===== src/rtl/mpu_pkg.sv =====
package mpu_pkg;

   localparam int SIZE_W   = 5;
   localparam int MIN_SIZE = 4;
   localparam int LOW_BITS = MIN_SIZE + 1;
   localparam int ATTR_W   = 10;

   localparam logic [1:0] SEL_CTRL = 2'd0;
   localparam logic [1:0] SEL_BASE = 2'd1;
   localparam logic [1:0] SEL_SIZE = 2'd2;
   localparam logic [1:0] SEL_ATTR = 2'd3;

   localparam logic [1:0] MT_STRONG = 2'b00;
   localparam logic [1:0] MT_DEVICE = 2'b01;
   localparam logic [1:0] MT_NORMAL = 2'b10;
   localparam logic [1:0] MT_UNSUP  = 2'b11;

   localparam logic [1:0] POL_NC   = 2'b00;
   localparam logic [1:0] POL_WBRA = 2'b01;
   localparam logic [1:0] POL_WT   = 2'b10;
   localparam logic [1:0] POL_WB   = 2'b11;

   typedef struct packed {
      logic       xn;
      logic [2:0] ap;
      logic [2:0] tex;
      logic       s;
      logic       c;
      logic       b;
   } rgn_attr_t;

endpackage


===== src/rtl/mpu_region_bank.sv =====
module mpu_region_bank
   import mpu_pkg::*;
#(
   parameter int NUM_REGIONS = 8,
   parameter int ADDR_W      = 32,
   localparam int REGN_W     = $clog2(NUM_REGIONS)
) (
   input  logic                               clk,
   input  logic                               rst_n,
   input  logic                               cfg_wr,
   input  logic [1:0]                         cfg_sel,
   input  logic [31:0]                        cfg_wdata,
   input  logic [ADDR_W-1:0]                  acc_addr,
   output logic [NUM_REGIONS-1:0]             match_vec,
   output rgn_attr_t [NUM_REGIONS-1:0]        attr_arr,
   output logic                               dflt_en
);

   logic [REGN_W-1:0] cur_rgn;
   logic              unused_wdata;

   assign unused_wdata = ^cfg_wdata[30:ATTR_W];

   always_ff @(posedge clk or negedge rst_n) begin
      if (!rst_n) begin
         cur_rgn <= '0;
         dflt_en <= 1'b0;
      end else if (cfg_wr && cfg_sel == SEL_CTRL) begin
         cur_rgn <= cfg_wdata[REGN_W-1:0];
         dflt_en <= cfg_wdata[31];
      end
   end

   for (genvar g = 0; g < NUM_REGIONS; g++) begin : g_rgn
      logic [ADDR_W-1:0] base_q;
      logic [SIZE_W-1:0] size_q;
      logic              en_q;
      rgn_attr_t         attr_q;
      logic              sel_me;
      logic [5:0]        span;
      logic [ADDR_W-1:0] keep;

      assign sel_me = cfg_wr && (cur_rgn == REGN_W'(g));

      always_ff @(posedge clk or negedge rst_n) begin
         if (!rst_n) begin
            base_q <= '0;
            size_q <= '0;
            en_q   <= 1'b0;
            attr_q <= '0;
         end else if (sel_me) begin
            case (cfg_sel)
               SEL_BASE: base_q <= {cfg_wdata[ADDR_W-1:LOW_BITS], LOW_BITS'(0)};
               SEL_SIZE: begin
                  en_q   <= cfg_wdata[0];
                  size_q <= cfg_wdata[SIZE_W:1];
               end
               SEL_ATTR: attr_q <= rgn_attr_t'(cfg_wdata[ATTR_W-1:0]);
               default: ;
            endcase
         end
      end

      always_comb begin
         span = (size_q < SIZE_W'(MIN_SIZE)) ? 6'(LOW_BITS) : 6'(size_q) + 6'd1;
         keep = (int'(span) >= ADDR_W) ? '0 : ({ADDR_W{1'b1}} << span);
      end

      assign match_vec[g] = en_q && (((acc_addr ^ base_q) & keep) == '0);
      assign attr_arr[g]  = attr_q;
   end

endmodule


===== src/rtl/mpu_prio_pick.sv =====
module mpu_prio_pick #(
   parameter int NUM_REGIONS = 8,
   localparam int REGN_W     = $clog2(NUM_REGIONS)
) (
   input  logic [NUM_REGIONS-1:0] match_vec,
   output logic                   hit,
   output logic [REGN_W-1:0]      idx
);

   always_comb begin
      hit = 1'b0;
      idx = '0;
      for (int i = 0; i < NUM_REGIONS; i++) begin
         if (match_vec[i]) begin
            hit = 1'b1;
            idx = REGN_W'(i);
         end
      end
   end

endmodule


===== src/rtl/mpu_attr_decode.sv =====
module mpu_attr_decode
   import mpu_pkg::*;
(
   input  rgn_attr_t   attr,
   output logic [1:0]  mem_type,
   output logic        shareable,
   output logic [1:0]  inner_pol,
   output logic [1:0]  outer_pol
);

   always_comb begin
      mem_type  = MT_UNSUP;
      shareable = 1'b0;
      inner_pol = POL_NC;
      outer_pol = POL_NC;
      if (attr.tex[2]) begin
         mem_type  = MT_NORMAL;
         shareable = attr.s;
         outer_pol = attr.tex[1:0];
         inner_pol = {attr.c, attr.b};
      end else begin
         case (attr.tex[1:0])
            2'b00: begin
               if (!attr.c) begin
                  mem_type  = attr.b ? MT_DEVICE : MT_STRONG;
                  shareable = 1'b1;
               end else begin
                  mem_type  = MT_NORMAL;
                  shareable = attr.s;
                  inner_pol = attr.b ? POL_WB : POL_WT;
                  outer_pol = attr.b ? POL_WB : POL_WT;
               end
            end
            2'b01: begin
               if ({attr.c, attr.b} == 2'b00) begin
                  mem_type  = MT_NORMAL;
                  shareable = attr.s;
               end else if ({attr.c, attr.b} == 2'b11) begin
                  mem_type  = MT_NORMAL;
                  shareable = attr.s;
                  inner_pol = POL_WBRA;
                  outer_pol = POL_WBRA;
               end
            end
            2'b10: begin
               if ({attr.c, attr.b} == 2'b00) mem_type = MT_DEVICE;
            end
            default: ;
         endcase
      end
   end

endmodule


===== src/rtl/mpu_perm_check.sv =====
module mpu_perm_check (
   input  logic       hit,
   input  logic [2:0] ap,
   input  logic       xn,
   input  logic       dflt_en,
   input  logic       acc_write,
   input  logic       acc_priv,
   input  logic       acc_fetch,
   output logic       fault
);

   logic rd_ok;
   logic wr_ok;
   logic is_wr;

   always_comb begin
      rd_ok = 1'b0;
      wr_ok = 1'b0;
      case (ap)
         3'b001: begin rd_ok = acc_priv; wr_ok = acc_priv; end
         3'b010: begin rd_ok = 1'b1;     wr_ok = acc_priv; end
         3'b011: begin rd_ok = 1'b1;     wr_ok = 1'b1;     end
         3'b101: rd_ok = acc_priv;
         3'b110,
         3'b111: rd_ok = 1'b1;
         default: ;
      endcase
   end

   assign is_wr = acc_write && !acc_fetch;
   assign fault = hit ? ((is_wr ? !wr_ok : !rd_ok) || (acc_fetch && xn))
                      : !(acc_priv && dflt_en);

endmodule


===== src/rtl/mpu_region_match.sv =====
module mpu_region_match
   import mpu_pkg::*;
#(
   parameter int NUM_REGIONS = 8,
   parameter int ADDR_W      = 32,
   localparam int REGN_W     = $clog2(NUM_REGIONS)
) (
   input  logic              clk,
   input  logic              rst_n,
   input  logic              cfg_wr,
   input  logic [1:0]        cfg_sel,
   input  logic [31:0]       cfg_wdata,
   input  logic [ADDR_W-1:0] acc_addr,
   input  logic              acc_write,
   input  logic              acc_priv,
   input  logic              acc_fetch,
   output logic              hit,
   output logic [REGN_W-1:0] hit_region,
   output logic [1:0]        mem_type,
   output logic              shareable,
   output logic [1:0]        inner_pol,
   output logic [1:0]        outer_pol,
   output logic              fault
);

   if (NUM_REGIONS < 2 || NUM_REGIONS > 16) begin : g_bad_regions
      $error("NUM_REGIONS must lie in 2..16");
   end
   if (ADDR_W < 8 || ADDR_W > 32) begin : g_bad_addr
      $error("ADDR_W must lie in 8..32");
   end

   logic [NUM_REGIONS-1:0]      match_vec;
   rgn_attr_t [NUM_REGIONS-1:0] attr_arr;
   rgn_attr_t                   sel_attr;
   logic                        dflt_en;
   logic [1:0]                  dec_type;
   logic                        dec_share;
   logic [1:0]                  dec_inner;
   logic [1:0]                  dec_outer;

   mpu_region_bank #(.NUM_REGIONS(NUM_REGIONS), .ADDR_W(ADDR_W)) u_bank (
      .clk(clk), .rst_n(rst_n), .cfg_wr(cfg_wr), .cfg_sel(cfg_sel),
      .cfg_wdata(cfg_wdata), .acc_addr(acc_addr), .match_vec(match_vec),
      .attr_arr(attr_arr), .dflt_en(dflt_en)
   );

   mpu_prio_pick #(.NUM_REGIONS(NUM_REGIONS)) u_pick (
      .match_vec(match_vec), .hit(hit), .idx(hit_region)
   );

   assign sel_attr = attr_arr[hit_region];

   mpu_attr_decode u_dec (
      .attr(sel_attr), .mem_type(dec_type), .shareable(dec_share),
      .inner_pol(dec_inner), .outer_pol(dec_outer)
   );

   mpu_perm_check u_perm (
      .hit(hit), .ap(sel_attr.ap), .xn(sel_attr.xn), .dflt_en(dflt_en),
      .acc_write(acc_write), .acc_priv(acc_priv), .acc_fetch(acc_fetch),
      .fault(fault)
   );

   assign mem_type  = hit ? dec_type  : MT_NORMAL;
   assign shareable = hit ? dec_share : 1'b0;
   assign inner_pol = hit ? dec_inner : POL_NC;
   assign outer_pol = hit ? dec_outer : POL_NC;

endmodule


===== config.mk =====
export PLATFORM = sky130hd
export DESIGN_NAME = mpu_region_match
export DESIGN_NICKNAME = d
export VERILOG_FILES = /design/src/rtl/mpu_pkg.sv /design/src/rtl/mpu_region_bank.sv /design/src/rtl/mpu_prio_pick.sv /design/src/rtl/mpu_attr_decode.sv /design/src/rtl/mpu_perm_check.sv /design/src/rtl/mpu_region_match.sv
export SDC_FILE = /design/constraint.sdc
export NUM_CORES = 1
export LEC_CHECK = 0
export CAP_MARGIN = 20
export CORE_ASPECT_RATIO = 0.5
export CORE_MARGIN = 1.5
export CORE_UTILIZATION = 50
export CTS_CLUSTER_DIAMETER = 200
export DETAILED_ROUTE_END_ITERATION = 10
export PLACE_DENSITY_LB_ADDON = 0.05
export SLEW_MARGIN = 20
export SYNTH_ARGS = -nofsm -noshare
export SYNTH_HDL_FRONTEND = slang
export SYNTH_SLANG_ARGS = --single-unit

===== constraint.sdc =====
create_clock -name clk -period 7.5 [get_ports clk]
set_input_delay 1.5 -clock clk [delete_from_list [all_inputs] [get_ports clk]]
set_output_delay 1.5 -clock clk [all_outputs]
set_load 0.03 [all_outputs]

==> out/results.tsv <==
metric	value	unit
via count	17000	
RR Endpoint	u_bank.attr_arr[41]	
Crit Reg-Reg Startpoint	u_bank.cur_rgn[1]	
most frequent cells in the layout	350 x mux2_2, 348 x dfrtp_1, 256 x buf_4	
row count	52	
initial antenna violation count	2	
I/O pin total	84	
Max-cap violations	0	
vias in the first global route	16300	
DR iter-0 viols	1518	
gr ovfl total	0	
Avg Cell Area, Syn	10.8	um^2
Mapped Nets	2018	
die extent in x	292	um
global-route usage over all layers	34.7	%
multi-input logic area	12100	um^2
register area	8710	um^2
Reg2Reg Depth	4	
status	complete, no violations	
number of buffers created by CTS	35	
Post-Route WL	74700	um
DP HPWL	55900	um
number of synthesized register bits	348	
first-pass GRT wire length	109000	um
Fmax achieved	135	MHz
share of layout cells above drive strength 1	36.1	%
CTS H-tree depth	2	
P_leak	11.5	nW
r2r setup slk	5.20	ns
DR vias/cell	6.10	
DRC errors left	0	
Sink Count	348	
die height	147	um
PD cells	370	nW/um^2
final hold vios	0	
WP data required	6.00	ns
antenna-violating nets left	0	
Mapped Area	20900	um^2
drt first pass iters	6	
Root Driver	clkbuf_16	
startpoint types	primary input	
clock slew at reported path FFs	0.06	ns
Hold Path Class	reg2reg	
Hold Buf Count CTS	0	
nets@finish	2298	
Worst setup EP type	primary output	
Final Max Slew Viols	0	
initial cell density of the core	51.1	%
leading cell type in the layout, fill and taps excluded	mux2_2	
fin crit period	7.40	ns
Setup CP Type	in2out	
Most used DFF post-synth	dfrtp_1	
Die ar.	43000	um^2
Hold Path Cell Cnt	1	
Floorplan Core Area	40800	um^2
Synthesis Warnings	0	
Worst-Margin Slew	1.16	ns
antenna fix cells	0	
Worst Skew	0.0151	ns
worst endpoint data arrival time	5.90	ns
Netlist cell types	99	
final setup fails	0	
# port buffers	83	
Worst Hold Slack	0.505	ns
CTS tree	yes	
Seq/Total Area, Yosys	41.8	%
Area Growth Syn to Fin	23.9	%
Clock Path Buffers	3	
global placer's final weighted congestion	0.991	
Max IR drop VDD	0.000237	V
number of flops mapped to enable cells by yosys	0	
Setup TNS	0	ns
min-delay src	u_bank.attr_arr[59]	
cell count after synthesis	1934	
Worst-Skew Late Latency	0.55	ns
Synth async-reset ratio	100	%
peak fanout along the critical path	5	
final worst path period share	98.7	%
fill cell count	3386	
max_slew headroom	22.4	%
hold endpoint	u_bank.attr_arr[59]	
wire per inst	26.9	um
largest net degree at the start of global routing	126	
-- logic make-up after synthesis --
group,Yosys count,synth area share (%)
buffers and inverters,144,2.96
and+or+nand+nor,389,9.86
DFF,348,41.8
xor gates and xnor gates,246,10.4
AOI/OAI and AO/OA,409,13.6
adders and majority gates,14,0.816
muxes,384,20.6
-- flip-flops by register name, summed over array words and instances, names as in the netlist --
name and cells:
u_bank.g_rgn.size_q 40, u_bank.g_rgn.en_q 8, u_bank.attr_arr 80, u_bank.cur_rgn 3, u_bank.g_rgn.base_q 216, u_bank.dflt_en 1
-- worst max-delay path, stage by stage --
cell,delay [ns]
clkdlybuf4s50_1,0.48
xor2_1,0.19
or4_1,0.49
o41a_1,0.48
nor4_4,0.17
buf_6,0.17
nor2_2,0.06
buf_4,0.16
a311oi_4,0.26
buf_6,0.17
buf_4,0.11
nor2b_1,0.05
a211oi_2,0.23
o221ai_2,0.16
nand2_1,0.12
inv_2,0.05
ha_2,0.17
or3_1,0.36
mux2_4,0.26
o2111a_1,0.13
buf_6,0.14
-- how the worst max path moves through the flow --
| stage | start | end | slack [ns] | cells after the start |
|---|---|---|---|---|
| after floorplan | acc_addr[11] | shareable | 0.22 | 19 |
| after global placement | acc_addr[21] | shareable | -0.64 | 25 |
| after detailed placement | acc_addr[21] | shareable | -0.69 | 25 |
| after CTS | acc_addr[27] | shareable | -0.05 | 23 |
| after global routing | acc_addr[7] | shareable | -0.03 | 23 |
| final | acc_addr[15] | shareable | 0.1 | 21 |
-- per-layer routing --
metal / global-route usage (%) / wire, um
met1: 50.2 / 34000
met2: 47.9 / 30300
met3: 13.9 / 8520
met4: 8.78 / 1870
met5: 0 / 13
-- cells in the mapped netlist, drive strengths merged, types with 10 or more instances --
master	number	share of area [%]
a211oi	13	0.47
a21o	13	0.51
a21oi	85	2.1
a22oi	11	0.40
a31oi	29	0.87
a32oi	10	0.42
and2	18	0.54
buf	39	1.1
clkbuf	78	1.4
dfrtp	348	42
ha	12	0.72
inv	27	0.50
mux2	351	19
mux2i	33	1.6
nand2	87	1.6
nand2b	27	0.81
nand3	54	1.3
nand4	17	0.51
nor2	63	1.1
nor2b	25	0.75
nor3	32	0.79
nor4	11	0.40
o2111ai	11	0.46
o211ai	16	0.58
o21ai	84	2.0
o22ai	20	0.63
o31ai	14	0.50
or3	10	0.30
xnor2	127	5.3
xor2	119	5.0
-- repair_timing --
action / in CTS / in global routing
endpoints found under the setup margin: 6 / 8
hold endpoints to repair: 0 / 0
resized for setup: 34 / 110
pin swaps: 4 / 46
gates cloned: 0 / 0
buffers inserted: 0 / 15
-- report_power, final --
group	internal [mW]	total (mW)	switching, mW
clock	1.07	1.89	0.820
sequential	2.60	3.33	0.732
combinational	2.06	4.33	2.26
total	5.73	9.54	3.82
-- final cells by class --
cell class | instances | area share [%]
sequential | 348 | 33.7
clock buffer | 43 | 3.78
clock inverter | 18 | 0.828
tap | 540 | 2.62
inverter | 27 | 0.402
multi-input combinational | 1442 | 46.7
timing repair buffer | 360 | 12.0
-- per-stage QoR --
| stage | instance area, um^2 | total power, mW | std cells | utilization, % | worst slack (ns) |
|---|---|---|---|---|---|
| 2_1_floorplan | 20900 | 5.69 | 1934 | - | 0.220 |
| 3_3_place_gp | 23900 | 7.33 | 2700 | 58.6 | -0.644 |
| 3_5_place_dp | 23900 | 7.36 | 2700 | 58.6 | -0.694 |
| 4_1_cts | 25200 | 9.29 | 2761 | 61.7 | -0.0450 |
| 5_1_grt | 25800 | 10.0 | 2778 | 63.3 | -0.0313 |
| 6_report | 25800 | 9.54 | 2778 | 63.3 | 0.0995 |
Power figures use the tool's default switching activity.
